--- src/rtl/ntsc_gray_timing.sv ---
module ntsc_gray_timing #(
  parameter int HSYNC_CYC  = 94,
  parameter int BPORCH_CYC = 118,
  parameter int ACTIVE_CYC = 1030,
  parameter int FPORCH_CYC = 28,
  parameter int EQ_LOW_CYC = 46,
  parameter int SERR_CYC   = 94,
  parameter int VID_LINES  = 253,
  parameter int BLACK_CODE = 77,
  parameter int WHITE_CODE = 255
) (
  input  logic                                 clk,
  input  logic                                 rst,
  input  logic [7:0]                           pix_gray,
  output logic [7:0]                           dac_code,
  output logic                                 active,
  output logic [$clog2(ACTIVE_CYC)-1:0]        pix_x,
  output logic [$clog2(VID_LINES+1)-1:0]       line_num,
  output logic                                 field_odd
);
  localparam int LINE_CYC = HSYNC_CYC + BPORCH_CYC + ACTIVE_CYC + FPORCH_CYC;
  localparam int HALF_CYC = LINE_CYC / 2;
  localparam int HW       = $clog2(LINE_CYC);
  localparam int LW       = $clog2(VID_LINES + 1);
  localparam int XW       = $clog2(ACTIVE_CYC);
  localparam int SPAN     = WHITE_CODE - BLACK_CODE + 1;

  localparam logic [HW-1:0] H_SYNC_END  = HW'(HSYNC_CYC);
  localparam logic [HW-1:0] H_VIS_START = HW'(HSYNC_CYC + BPORCH_CYC);
  localparam logic [HW-1:0] H_VIS_END   = HW'(HSYNC_CYC + BPORCH_CYC + ACTIVE_CYC);
  localparam logic [HW-1:0] H_HALF      = HW'(HALF_CYC);
  localparam logic [HW-1:0] H_HALF_LAST = HW'(HALF_CYC - 1);
  localparam logic [HW-1:0] H_LINE_LAST = HW'(LINE_CYC - 1);
  localparam logic [HW-1:0] H_EQ_END    = HW'(EQ_LOW_CYC);
  localparam logic [HW-1:0] H_BROAD_END = HW'(HALF_CYC - SERR_CYC);
  localparam logic [LW-1:0] LAST_SLOT   = LW'(VID_LINES);
  localparam logic [7:0]    C_BLACK     = 8'(BLACK_CODE);

  logic [HW-1:0] hcnt;
  logic [LW-1:0] line_q;
  logic          field_q;
  logic          in_vs;
  logic [4:0]    vs_idx;
  logic [7:0]    dac_q;

  logic          last_slot, short_line, line_end, vs_done;
  logic          broad, sync_low, vid_on;
  logic [15:0]   prod;
  logic [7:0]    code_nxt;

  assign last_slot  = (line_q == LAST_SLOT);
  assign short_line = in_vs || (!field_q && last_slot);
  assign line_end   = short_line ? (hcnt == H_HALF_LAST) : (hcnt == H_LINE_LAST);
  assign vs_done    = in_vs && (vs_idx == 5'd17) && line_end;

  assign broad    = (vs_idx >= 5'd6) && (vs_idx < 5'd12);
  assign sync_low = in_vs ? (broad ? (hcnt < H_BROAD_END) : (hcnt < H_EQ_END))
                          : (hcnt < H_SYNC_END);
  assign vid_on   = !in_vs && (hcnt >= H_VIS_START) && (hcnt < H_VIS_END);

  assign prod     = {8'd0, pix_gray} * 16'(SPAN);
  assign code_nxt = sync_low ? 8'd0 : (vid_on ? C_BLACK + prod[15:8] : C_BLACK);

  always_ff @(posedge clk) begin
    if (rst) begin
      hcnt    <= '0;
      line_q  <= '0;
      field_q <= 1'b0;
      in_vs   <= 1'b0;
      vs_idx  <= '0;
      dac_q   <= '0;
    end else begin
      dac_q <= code_nxt;
      if (line_end) begin
        hcnt <= (vs_done && !field_q) ? H_HALF : '0;
        if (vs_done) begin
          in_vs   <= 1'b0;
          field_q <= ~field_q;
          line_q  <= '0;
        end else if (in_vs) begin
          vs_idx <= vs_idx + 1'b1;
        end else if (last_slot) begin
          in_vs  <= 1'b1;
          vs_idx <= '0;
        end else begin
          line_q <= line_q + 1'b1;
        end
      end else begin
        hcnt <= hcnt + 1'b1;
      end
    end
  end

  assign dac_code  = dac_q;
  assign active    = vid_on;
  assign pix_x     = vid_on ? XW'(hcnt - H_VIS_START) : '0;
  assign line_num  = line_q;
  assign field_odd = field_q;
endmodule

--- config.mk ---
export PLATFORM = sky130hd
export DESIGN_NAME = ntsc_gray_timing
export DESIGN_NICKNAME = d
export VERILOG_FILES = /design/src/rtl/ntsc_gray_timing.sv
export SDC_FILE = /design/constraint.sdc
export NUM_CORES = 1
export LEC_CHECK = 0
export BUFFER_PORTS_ARGS = -buffer_cell sky130_fd_sc_hd__clkbuf_2
export CAP_MARGIN = 20
export CORE_MARGIN = 4
export CORE_UTILIZATION = 64
export DETAILED_ROUTE_END_ITERATION = 16
export PLACE_DENSITY = 0.83
export SLEW_MARGIN = 5
export SYNTH_ARGS = -nofsm -noshare
export SYNTH_HDL_FRONTEND = slang
export SYNTH_SLANG_ARGS = --single-unit
export TNS_END_PERCENT = 100
--- constraint.sdc ---
create_clock -name clk -period 7.55 [get_ports clk]
set_clock_uncertainty 0.15 [all_clocks]
set_input_delay 1.51 -clock clk [delete_from_list [all_inputs] [get_ports clk]]
set_output_delay 1.51 -clock clk [all_outputs]
set_load 0.01 [all_outputs]
=== Word-level counts from Yosys, hierarchy flattened ===
Cells that the tools add are included.

* Output and inout port bits: 29
* Logic and storage cells: 60
* Bits in writable memories: 0
* Latch bits: 0
* Bits in read-only memories: 0
* Memories: 0
* Register bits after elaboration: 34

* Add/subtract/negate cells: 5
* $lt $le $gt $ge: 7
* Bitwise gates (word level): 3
* Multipliers: 1
* Divide/modulo/power cells: 0
* Eq/ne operators: 6
* Shift-type cells: 0
* Mux-type cells: 15
* Reductions and logical operators: 16

{| class="wikitable"
|+ Operator list
! cell !! count
|-
| $mux 8 || 3
|-
| $mux 11 || 2
|-
| $mul 8x8->16 const B || 1
|-
| $add 11x1->11 const B || 1
|-
| $eq 11x10->1 const B || 1
|-
| $eq 11x11->1 const B || 1
|-
| $ge 11x8->1 const B || 1
|-
| $lt 11x10->1 const B || 1
|-
| $lt 11x11->1 const B || 1
|-
| $lt 11x6->1 const B || 1
|-
| $lt 11x7->1 const B || 1
|-
| $sub 11x8->11 const B || 1
|-
| $mux 10 || 1
|-
| $mux 5 || 2
|-
| $add 7x8->8 const A || 1
|-
| $add 8x1->8 const B || 1
|-
| $eq 8x8->1 const B || 1
|-
| $logic_and 1x1->1 || 7
|-
| $mux 7 || 1
|-
| $mux 1 || 6
|-
| $reduce_and 3->1 || 2
|-
| $add 5x1->5 const B || 1
|-
| $eq 5x5->1 const B || 1
|-
| $ge 5x3->1 const B || 1
|-
| other kinds (9) || 13
|}

=== Depth between registers and ports, before layout ===
Gate-level depths: netlist of run 1.

* Depth in word-level cells: 8
* Depth in mapped cells: 19
* Depth with buffers taken out: 18

=== Least setup slack after synthesis of run 1 ===
Ideal clock, no wire load.

* Path kind: input port to flip-flop
* Start point: input pix_gray[1]
* End point: register dac_q[7], in the netlist dac_code[7]
* Cell stages on the path: 17
* Arrival: 5.435 ns
* Setup time: 0.059 ns
* Slack: 1.906 ns
* Cells stage by stage: ha_1 > inv_1 > fa_1 > inv_1 > fa_1 > inv_1 > fa_1 > inv_1 > ha_1 > clkbuf_1 > a21oi_1 > o21ai_1 > a22o_1 > o221a_1 > or3_1 > a211o_1 > nand2_1

* Cells in the longest elaborated chain, start to end: 2

{| class="wikitable"
|+ Ends and longest elaborated chain
! item !! RTL line !! source
|-
| start: declaration || 14 || <nowiki>input logic [7:0] pix_gray,</nowiki>
|-
| $mul 8x8->16 || 61 || <nowiki>assign prod = {8'd0, pix_gray} * 16'(SPAN);</nowiki>
|-
| $add 7x8->8 || 62 || <nowiki>assign code_nxt = sync_low ? 8'd0 : (vid_on ? C_BLACK + prod[15:8] : C_BLACK);</nowiki>
|-
| end signal: assignment || 73 || <nowiki>dac_q <= code_nxt;</nowiki>
|-
| end: declaration || 44 || <nowiki>logic [7:0] dac_q;</nowiki>
|}

Every way passes these cells.
A chain may end at the register's enable or synchronous reset.

=== Worst setup path after layout of run 1 ===
* Start point: input pix_gray[3]
* End point: register dac_q[6], in the netlist dac_code[6]

* Cells in the longest elaborated chain, start to end: 3

{| class="wikitable"
|+ Ends and longest elaborated chain
! item !! RTL line
|-
| $mul 8x8->16 || 61
|-
| $add 7x8->8 || 62
|-
| $mux 7 || 62
|}

Every way passes these cells.

==> impl_metrics.py, run 1 <==
metrics = {
    "timing": {
        "final.setup.tns_ps": 0,
        "hold_viol_final": 0,
        "finalCriticalPeriod_ps": 5828,
        "rsz0062_at_grt": "false",
        "setup_viol": 0,
        "post-route-period-util": 0.7720,
        "max_slew_margin": 0.5917,
        "final_max_slew_viol_count": 0,
        "tightest_slew_ps": 607.8,
        "clock.fmax_ghz": 0.1716,
    },
    "power": {
        "p_leak_nw": 1.703,
        "powerDensity_nw_per_um2": 202.8,
        "finalPower_uw": 745.6,
        "ir_drop_uv": 245.9,
    },
    "synth": {
        "synthTopCellsByArea": "dfxtp_1, ha_1, fa_1",
        "synth_area_per_cell_um2": 8.060,
        "syn-instance-count": 423,
        "synth_fp_nets": 496,
        "ys_warn_count": 0,
        "ys_ff_latch": 34,
        "synthArstFlopShare": 0,
        "ys_seq_area_frac": 0.1996,
        "ys_types": 62,
        "yosysTopAreaCellShare": 0.1996,
        "synth_edf_count": 0,
        "syn_area_um2": 3410,
        "synth_ff_type": "dfxtp_1",
        "synth_top_area_cell": "dfxtp_1",
    },
    "cts": {
        "h-tree-depth": 2,
        "cts-root-buf": "clkbuf_8",
        "clockBufferDepth": 2,
        "cts_buffers": 5,
        "cts_resized": 0,
        "cts_num_sinks": 34,
        "cts_tree": "built",
        "cts.clk_slew.worst_paths_ps": 70,
        "insertion_delay_ps": 290,
        "hold_buffers": 0,
        "cts_setup_buffers": 0,
    },
    "global_route": {
        "grt_pass1_vias": 2917,
        "grt_antenna_before_repair": 0,
        "grt_use_total": 0.2327,
        "grt_overflow_total": 0,
        "grt_max_degree": 19,
        "grt_pass1_wl_um": 12410,
    },
    "routing": {
        "drc": 0,
        "antenna_left": 0,
        "first_pass_iters": 4,
        "post_drt_wl_per_cell_um": 13.27,
        "drtIter0Drc": 143,
        "wl_um": 6927,
        "vias_per_cell": 5.676,
        "vias": 2963,
    },
    "die": {
        "ioPinCount": 39,
        "die_area_um2": 6559,
        "die_h_um": 80.99,
        "die_w_um": 80.99,
        "initial_core_util": 0.6633,
        "coreArea_um2": 5140,
        "rows": 26,
    },
    "worst_setup_path": {
        "cp-end-kind": "register",
        "crit_slowest_cell": "fa_1",
        "path_cells": "clkbuf_2, ha_1, inv_1, fa_1, inv_1, fa_1, inv_1, fa_1, inv_1, ha_1, nand2_1, o311ai_1, nor2_1, xnor2_1, ha_1, inv_1, a311oi_1, xnor2_1, a21oi_1",
        "crit_fanout": 11,
        "critPathMostFrequentCell": "inv_1",
        "r2r-end": "line_num[6]$_SDFFE_PP0P_",
        "start_kind": "input port",
        "worstRegToRegCells": 7,
        "cpPeakStageDelay_ps": 530,
        "reg2reg_slack_ps": 4950,
        "crit_arrival_ps": 5840,
        "r2r-start": "hcnt[5]$_SDFF_PP0_",
        "worstSetupPathType": "input port to register",
        "cp.required_ps": 7560,
    },
    "worst_hold_path": {
        "hp-start": "vs_idx[4]$_SDFFE_PP0P_",
        "hp-class": "register to register",
        "hold_depth": 2,
        "worstHoldEndpoint": "vs_idx[4]$_SDFFE_PP0P_",
    },
    "layout": {
        "n_antenna_cell": 0,
        "final_cells": 522,
        "fillers": 474,
        "nets": 524,
        "drive_gt1_frac": 0.1239,
        "area_growth_pct": 7.853,
    },
    "place": {
        "io_buffers": 38,
        "place_hpwl_um": 5544,
        "placed_cells": 514,
        "place.gp.congestion": 0.9335,
    },
    "flow_run": {
        "drv_cap": 0,
    },
    "status": {
        "status": "finished, final reports clean",
    },
}
-- kinds of logic (layout without fill, tap and decap cells) --
kind of cell               Yosys count  count (layout)  share of synthesized area
muxes                                9               9                    0.02826
xor gates and xnor gates            24              24                    0.06165
buffers and inverters               71             100                    0.09027
and+or+nand+nor                    151             151                     0.2261
adders and majority gates           63              63                     0.2576
AOI/OAI and AO/OA                   71              71                     0.1365
DFF                                 34              34                     0.1996
-- per-layer routing --
layer	share of wire	global-route usage	vias up
li1	-	-	1501
met1	0.43	0.2728	1388
met2	0.52	0.4384	61
met3	0.033	0.02772	13
met4	0.016	0.06926	0
met5	0	0	-
-- power by group --
part	internal (mW)	switching (mW)
logic	0.182	0.235
clock network	0.0733	0.0710
registers	0.181	0.00391
-- critical path, delay by kind of cell --
family	cells	cell delay [ps]
xor+xnor	2	340
simple gates	2	220
compound gates	3	880
fa+ha+maj	6	2480
buf+inv	6	410
-- layout by cell type, fill, tap and decap left out, types with 3 or more instances in the layout --
cell / synthesis / routed
nor3_1: 9 / 9
xnor2_1: 12 / 12
nor2b_1: 9 / 9
dfxtp_1: 34 / 34
a21oi_1: 19 / 19
mux2i_1: 4 / 4
clkbuf_8: 0 / 6
xor2_1: 12 / 12
inv_1: 53 / 53
and3_1: 7 / 7
nand2_1: 35 / 35
clkbuf_2: 0 / 38
ha_1: 51 / 51
mux2_2: 3 / 3
nand2b_1: 4 / 4
nor2_1: 39 / 39
nand4b_1: 3 / 3
nand3_1: 12 / 12
fa_1: 12 / 12
or3_1: 8 / 8
a211oi_1: 6 / 6
o21ai_0: 12 / 12
nand4_1: 5 / 5
nor4_1: 4 / 4
o21ai_1: 10 / 10
-- through the flow --
stage | area [µm²] | utilization | setup slack (ps) | hold slack [ps]
after floorplan | 3410 | - | 1906 | 303.1
after global placement | 3582 | 0.6969 | 1719 | 318.2
after detailed placement | 3582 | 0.6969 | 1454 | 331.4
after CTS | 3677 | 0.7154 | 1738 | 353.1
after global routing | 3677 | 0.7154 | 1441 | 357.0
final | 3677 | 0.7154 | 1722 | 352.2
-- flip-flops by register name, indices dropped and copies added, names as in the netlist --
name       cells
dac_code       8
in_vs          1
vs_idx         5
hcnt          11
line_num       8
field_odd      1
-- how the worst max path moves through the flow --
stage                      from                endpoint  slack [ps]  cells past startpoint
floorplan           pix_gray[1]  dac_code[7]$_SDFF_PP0_        1910                     17
CTS                 pix_gray[3]  dac_code[6]$_SDFF_PP0_        1740                     19
detailed placement  pix_gray[3]  dac_code[6]$_SDFF_PP0_        1450                     19
finish              pix_gray[3]  dac_code[6]$_SDFF_PP0_        1720                     19
global placement    pix_gray[3]  dac_code[7]$_SDFF_PP0_        1720                     17
global route        pix_gray[3]  dac_code[6]$_SDFF_PP0_        1440                     19
-- synth_stat cells (all sizes together) (6+ instances only) --
library cell	instances
a211oi	6
a21oi	20
and3	7
buf	7
clkbuf	9
dfxtp	34
fa	12
ha	51
inv	54
nand2	35
nand3	12
nor2	39
nor2b	9
nor3	9
o21ai	22
or3	8
xnor2	12
xor2	12
-- final cells by class --
class	instances	area, µm²	area share
tap	70	87.58	0.02382
timing repair buffer	38	190.2	0.05172
clock inverter	2	12.51	0.003403
sequential	34	680.7	0.1851
clock buffer	6	82.58	0.02246
multi-input combinational	318	2421	0.6584
inverter	54	202.7	0.05512
Power figures use the tool's default switching activity.
==> inputs of run 2 (changes only) <==
--- a/config.mk
+++ b/config.mk
@@ -5,12 +5,13 @@
 export SDC_FILE = /design/constraint.sdc
 export NUM_CORES = 1
 export LEC_CHECK = 0
+export ABC_AREA = 1
 export BUFFER_PORTS_ARGS = -buffer_cell sky130_fd_sc_hd__clkbuf_2
 export CAP_MARGIN = 20
 export CORE_MARGIN = 4
-export CORE_UTILIZATION = 64
+export CORE_UTILIZATION = 54
 export DETAILED_ROUTE_END_ITERATION = 16
-export PLACE_DENSITY = 0.83
+export PLACE_DENSITY = 0.74
 export SLEW_MARGIN = 5
 export SYNTH_ARGS = -nofsm -noshare
 export SYNTH_HDL_FRONTEND = slang
==> constraint.sdc (replaced) <==
create_clock -name clk -period 4.95 [get_ports clk]
set_clock_uncertainty 0.15 [all_clocks]
set_input_delay 0.99 -clock clk [delete_from_list [all_inputs] [get_ports clk]]
set_output_delay 0.99 -clock clk [all_outputs]
set_load 0.01 [all_outputs]
==> run 2 against run 1 <==
- via count rose by 16%
- setup slack got worse by 1400 ps
- final cell count rose by 28%
- critical endpoint unchanged
- non-clock buffer count rose by 3
- clock power rose by 47%
- global-route usage fell by 2.9 points
- critical path depth rose by 4
- sequential power rose by 52%
- core utilization fell by 9.7 points
==> impl_metrics.py, run 2 <==
metrics = {
    "worst_setup_path": {
        "reg2reg_slack_ps": 2880,
        "cp_num_buf_inv": 6,
        "cp-end-kind": "register",
        "crit_family": "adder cells",
        "cpPeakStageDelay_ps": 530,
        "crit_fanout": 3,
        "start_kind": "input port",
        "r2r-end": "hcnt[6]$_SDFF_PP0_",
        "crit_arrival_ps": 4660,
        "r2r-start": "line_num[3]$_SDFFE_PP0P_",
        "critPathMostFrequentCell": "nand2_1",
        "worstSetupPathType": "input port to register",
        "critPathLaunch": "pix_gray[1]",
        "crit_slowest_cell": "fa_1",
        "path_cells": "clkbuf_2, ha_1, inv_1, fa_1, inv_1, fa_1, inv_1, fa_1, inv_1, ha_1, nand2_1, inv_1, a21oi_2, nand2_1, nand2_1, nand2_1, ha_1, nor2_1, nand2_1, nand3_1, nand2_1, nor2_1, nor2_1",
        "critPathCapture": "dac_code[6]$_SDFF_PP0_",
        "critical_path_depth": 23,
        "cp.required_ps": 4960,
        "worstRegToRegCells": 12,
    },
    "layout": {
        "drive_gt1_frac": 0.1164,
        "n_antenna_cell": 0,
        "design_area_um2": 3969,
        "area_growth_pct": 10.45,
        "largest_reg_flops": 11,
        "nets": 665,
        "final_common_cell": "nand2_1",
        "largest_register": "hcnt",
        "final_cell_mix": "nand2_1, inv_1, nor2_1, ha_1, clkbuf_2",
        "utilization": 0.6180,
    },
    "global_route": {
        "grt_pass1_vias": 3308,
        "grt_pass1_wl_um": 13300,
        "grt_antenna_before_repair": 0,
        "use_met1": 0.2545,
        "grt_use_total": 0.2037,
        "grtUsageMet3": 0.02828,
        "grt_max_degree": 19,
        "grt-busiest-layer": "met2",
        "grtUsageMet2": 0.3597,
        "grt_overflow_total": 0,
    },
    "routing": {
        "antenna_left": 0,
        "vias": 3432,
        "wl_um": 7619,
        "first_pass_iters": 4,
        "post_drt_wl_per_cell_um": 11.37,
        "drc": 0,
        "drtIter0Drc": 143,
        "vias_per_cell": 5.122,
    },
    "synth": {
        "ys_ff_latch": 34,
        "ys_warn_count": 0,
        "synth_ff_type": "dfxtp_1",
        "syn_area_um2": 3593,
        "ys_seq_area_frac": 0.1894,
        "synth_fp_nets": 623,
        "synth_top_area_cell": "dfxtp_1",
        "synth_most_common_cell": "nand2_1",
        "ys_types": 36,
        "synth_area_per_cell_um2": 6.534,
        "yosysTopAreaCellShare": 0.1894,
        "synthArstFlopShare": 0,
        "synth_edf_count": 0,
        "synthTopCellsByArea": "dfxtp_1, ha_1, nand2_1",
        "syn-instance-count": 550,
        "netlist_top_cells_count": "nand2_1, inv_1, nor2_1, ha_1, dfxtp_1",
    },
    "cts": {
        "cts_buffers": 5,
        "h-tree-depth": 2,
        "cts.clk_slew.worst_paths_ps": 70,
        "clockBufferDepth": 2,
        "insertion_delay_ps": 280,
        "cts_num_sinks": 34,
        "cts_tree": "built",
        "cts-root-buf": "clkbuf_8",
        "cts_setup_buffers": 0,
    },
    "power": {
        "ir_drop_uv": 233.9,
        "powerDensity_nw_per_um2": 270.0,
        "finalPower_mw": 1.071,
        "p_leak_nw": 2.251,
    },
    "place": {
        "place_area_um2": 3870,
        "place_hpwl_um": 6321,
        "dp_slack_ps": -13.80,
        "place.gp.congestion": 0.9373,
        "io_buffers": 38,
    },
    "die": {
        "rows": 29,
        "initial_core_util": 0.5595,
        "die_h_um": 89.58,
        "coreArea_um2": 6422,
        "ioPinCount": 39,
        "die_area_um2": 8024,
        "die_w_um": 89.58,
    },
    "timing": {
        "final.setup.tns_ps": 0,
        "post-route-period-util": 0.9389,
        "hold_viol_final": 0,
        "max_slew_margin": 0.6246,
        "setup_viol": 0,
        "clock.fmax_ghz": 0.2152,
        "finalCriticalPeriod_ps": 4648,
        "final_max_slew_viol_count": 0,
        "layout_setup_ws_ps": 302.2,
        "rsz0062_at_grt": "false",
        "tightest_slew_ps": 563.0,
    },
    "flow_run": {
        "drv_cap": 0,
    },
    "worst_hold_path": {
        "hp-class": "register to register",
        "hp-start": "field_odd$_SDFFE_PP0P_",
    },
    "status": {
        "status": "finished, final reports clean",
    },
}
==> run 2: changes by cell type after synthesis, sizes merged, moves of 6 or more <==
cell / previous run / this run
nand2: 35 / 141
inv: 54 / 111
nor2: 39 / 68
nand3: 12 / 36
xnor2: 12 / 1
nor2b: 9 / 0
or3: 8 / 0
and3: 7 / 0
clkbuf: 9 / 3
==> run 2: repair_timing <==
action	4_1_cts	5_1_grt
hold buffers	0	0
endpoints found under the setup margin	0	1
resized for setup	0	1
==> run 2: logic make-up (layout without fill, tap and decap cells) <==
| family | Yosys count | count (layout) | share of synthesized area |
|---|---|---|---|
| compound gates | 53 | 53 | 0.08287 |
| flops | 34 | 34 | 0.1894 |
| simple gates | 268 | 268 | 0.3231 |
| buf+inv | 118 | 161 | 0.1260 |
| xor+xnor | 14 | 14 | 0.03412 |
| fa+ha+maj | 63 | 63 | 0.2444 |
==> run 2: worst min-delay path by stage <==
stage | to | slack (ps) | cells past startpoint
floorplan | hcnt[0]$_SDFF_PP0_ | 330 | 1
global placement | field_odd$_SDFFE_PP0P_ | 340 | 2
detailed placement | field_odd$_SDFFE_PP0P_ | 340 | 2
CTS | field_odd$_SDFFE_PP0P_ | 350 | 2
global route | field_odd$_SDFFE_PP0P_ | 380 | 2
finish | field_odd$_SDFFE_PP0P_ | 360 | 2
==> run 2: worst reg2reg max path: stages, from the launching register on <==
cell,delay [ps]
dfxtp_1,420
nand2_1,90
nor2_2,190
nand4_2,150
nand2_1,110
nand2_1,60
nand2_1,70
inv_2,60
nor2_8,140
nand2_2,130
inv_2,140
nand3_2,160
o21ai_1,130
==> run 2: per-layer routing <==
metal  wire, µm  share of wire
met1       3575           0.47
met2       3703           0.49
met5          0              0
met3        238          0.031
met4        100          0.013
==> run 2: through the flow <==
step	instances	hold WS, ps
final	670	355.8
after global routing	670	377.4
after CTS	670	354.7
after detailed placement	662	344.7
after global placement	662	341.9
after floorplan	550	328.1
==> run 2: final cells by class <==
class | count | area, µm²
Clock buffer | 6 | 82.58
Clock inverter | 2 | 12.51
Fill cell | 613 | 2454
Inverter | 112 | 420.4
Multi-Input combinational cell | 398 | 2464
Sequential cell | 34 | 680.7
Tap cell | 77 | 96.34
Timing Repair Buffer | 41 | 212.7
==> run 2: power breakdown <==
part	total [mW]	internal [mW]	switching [mW]
Combinational	0.582	0.221	0.360
Sequential	0.279	0.275	0.00368
Clock	0.211	0.112	0.0989
Total	1.07	0.609	0.463
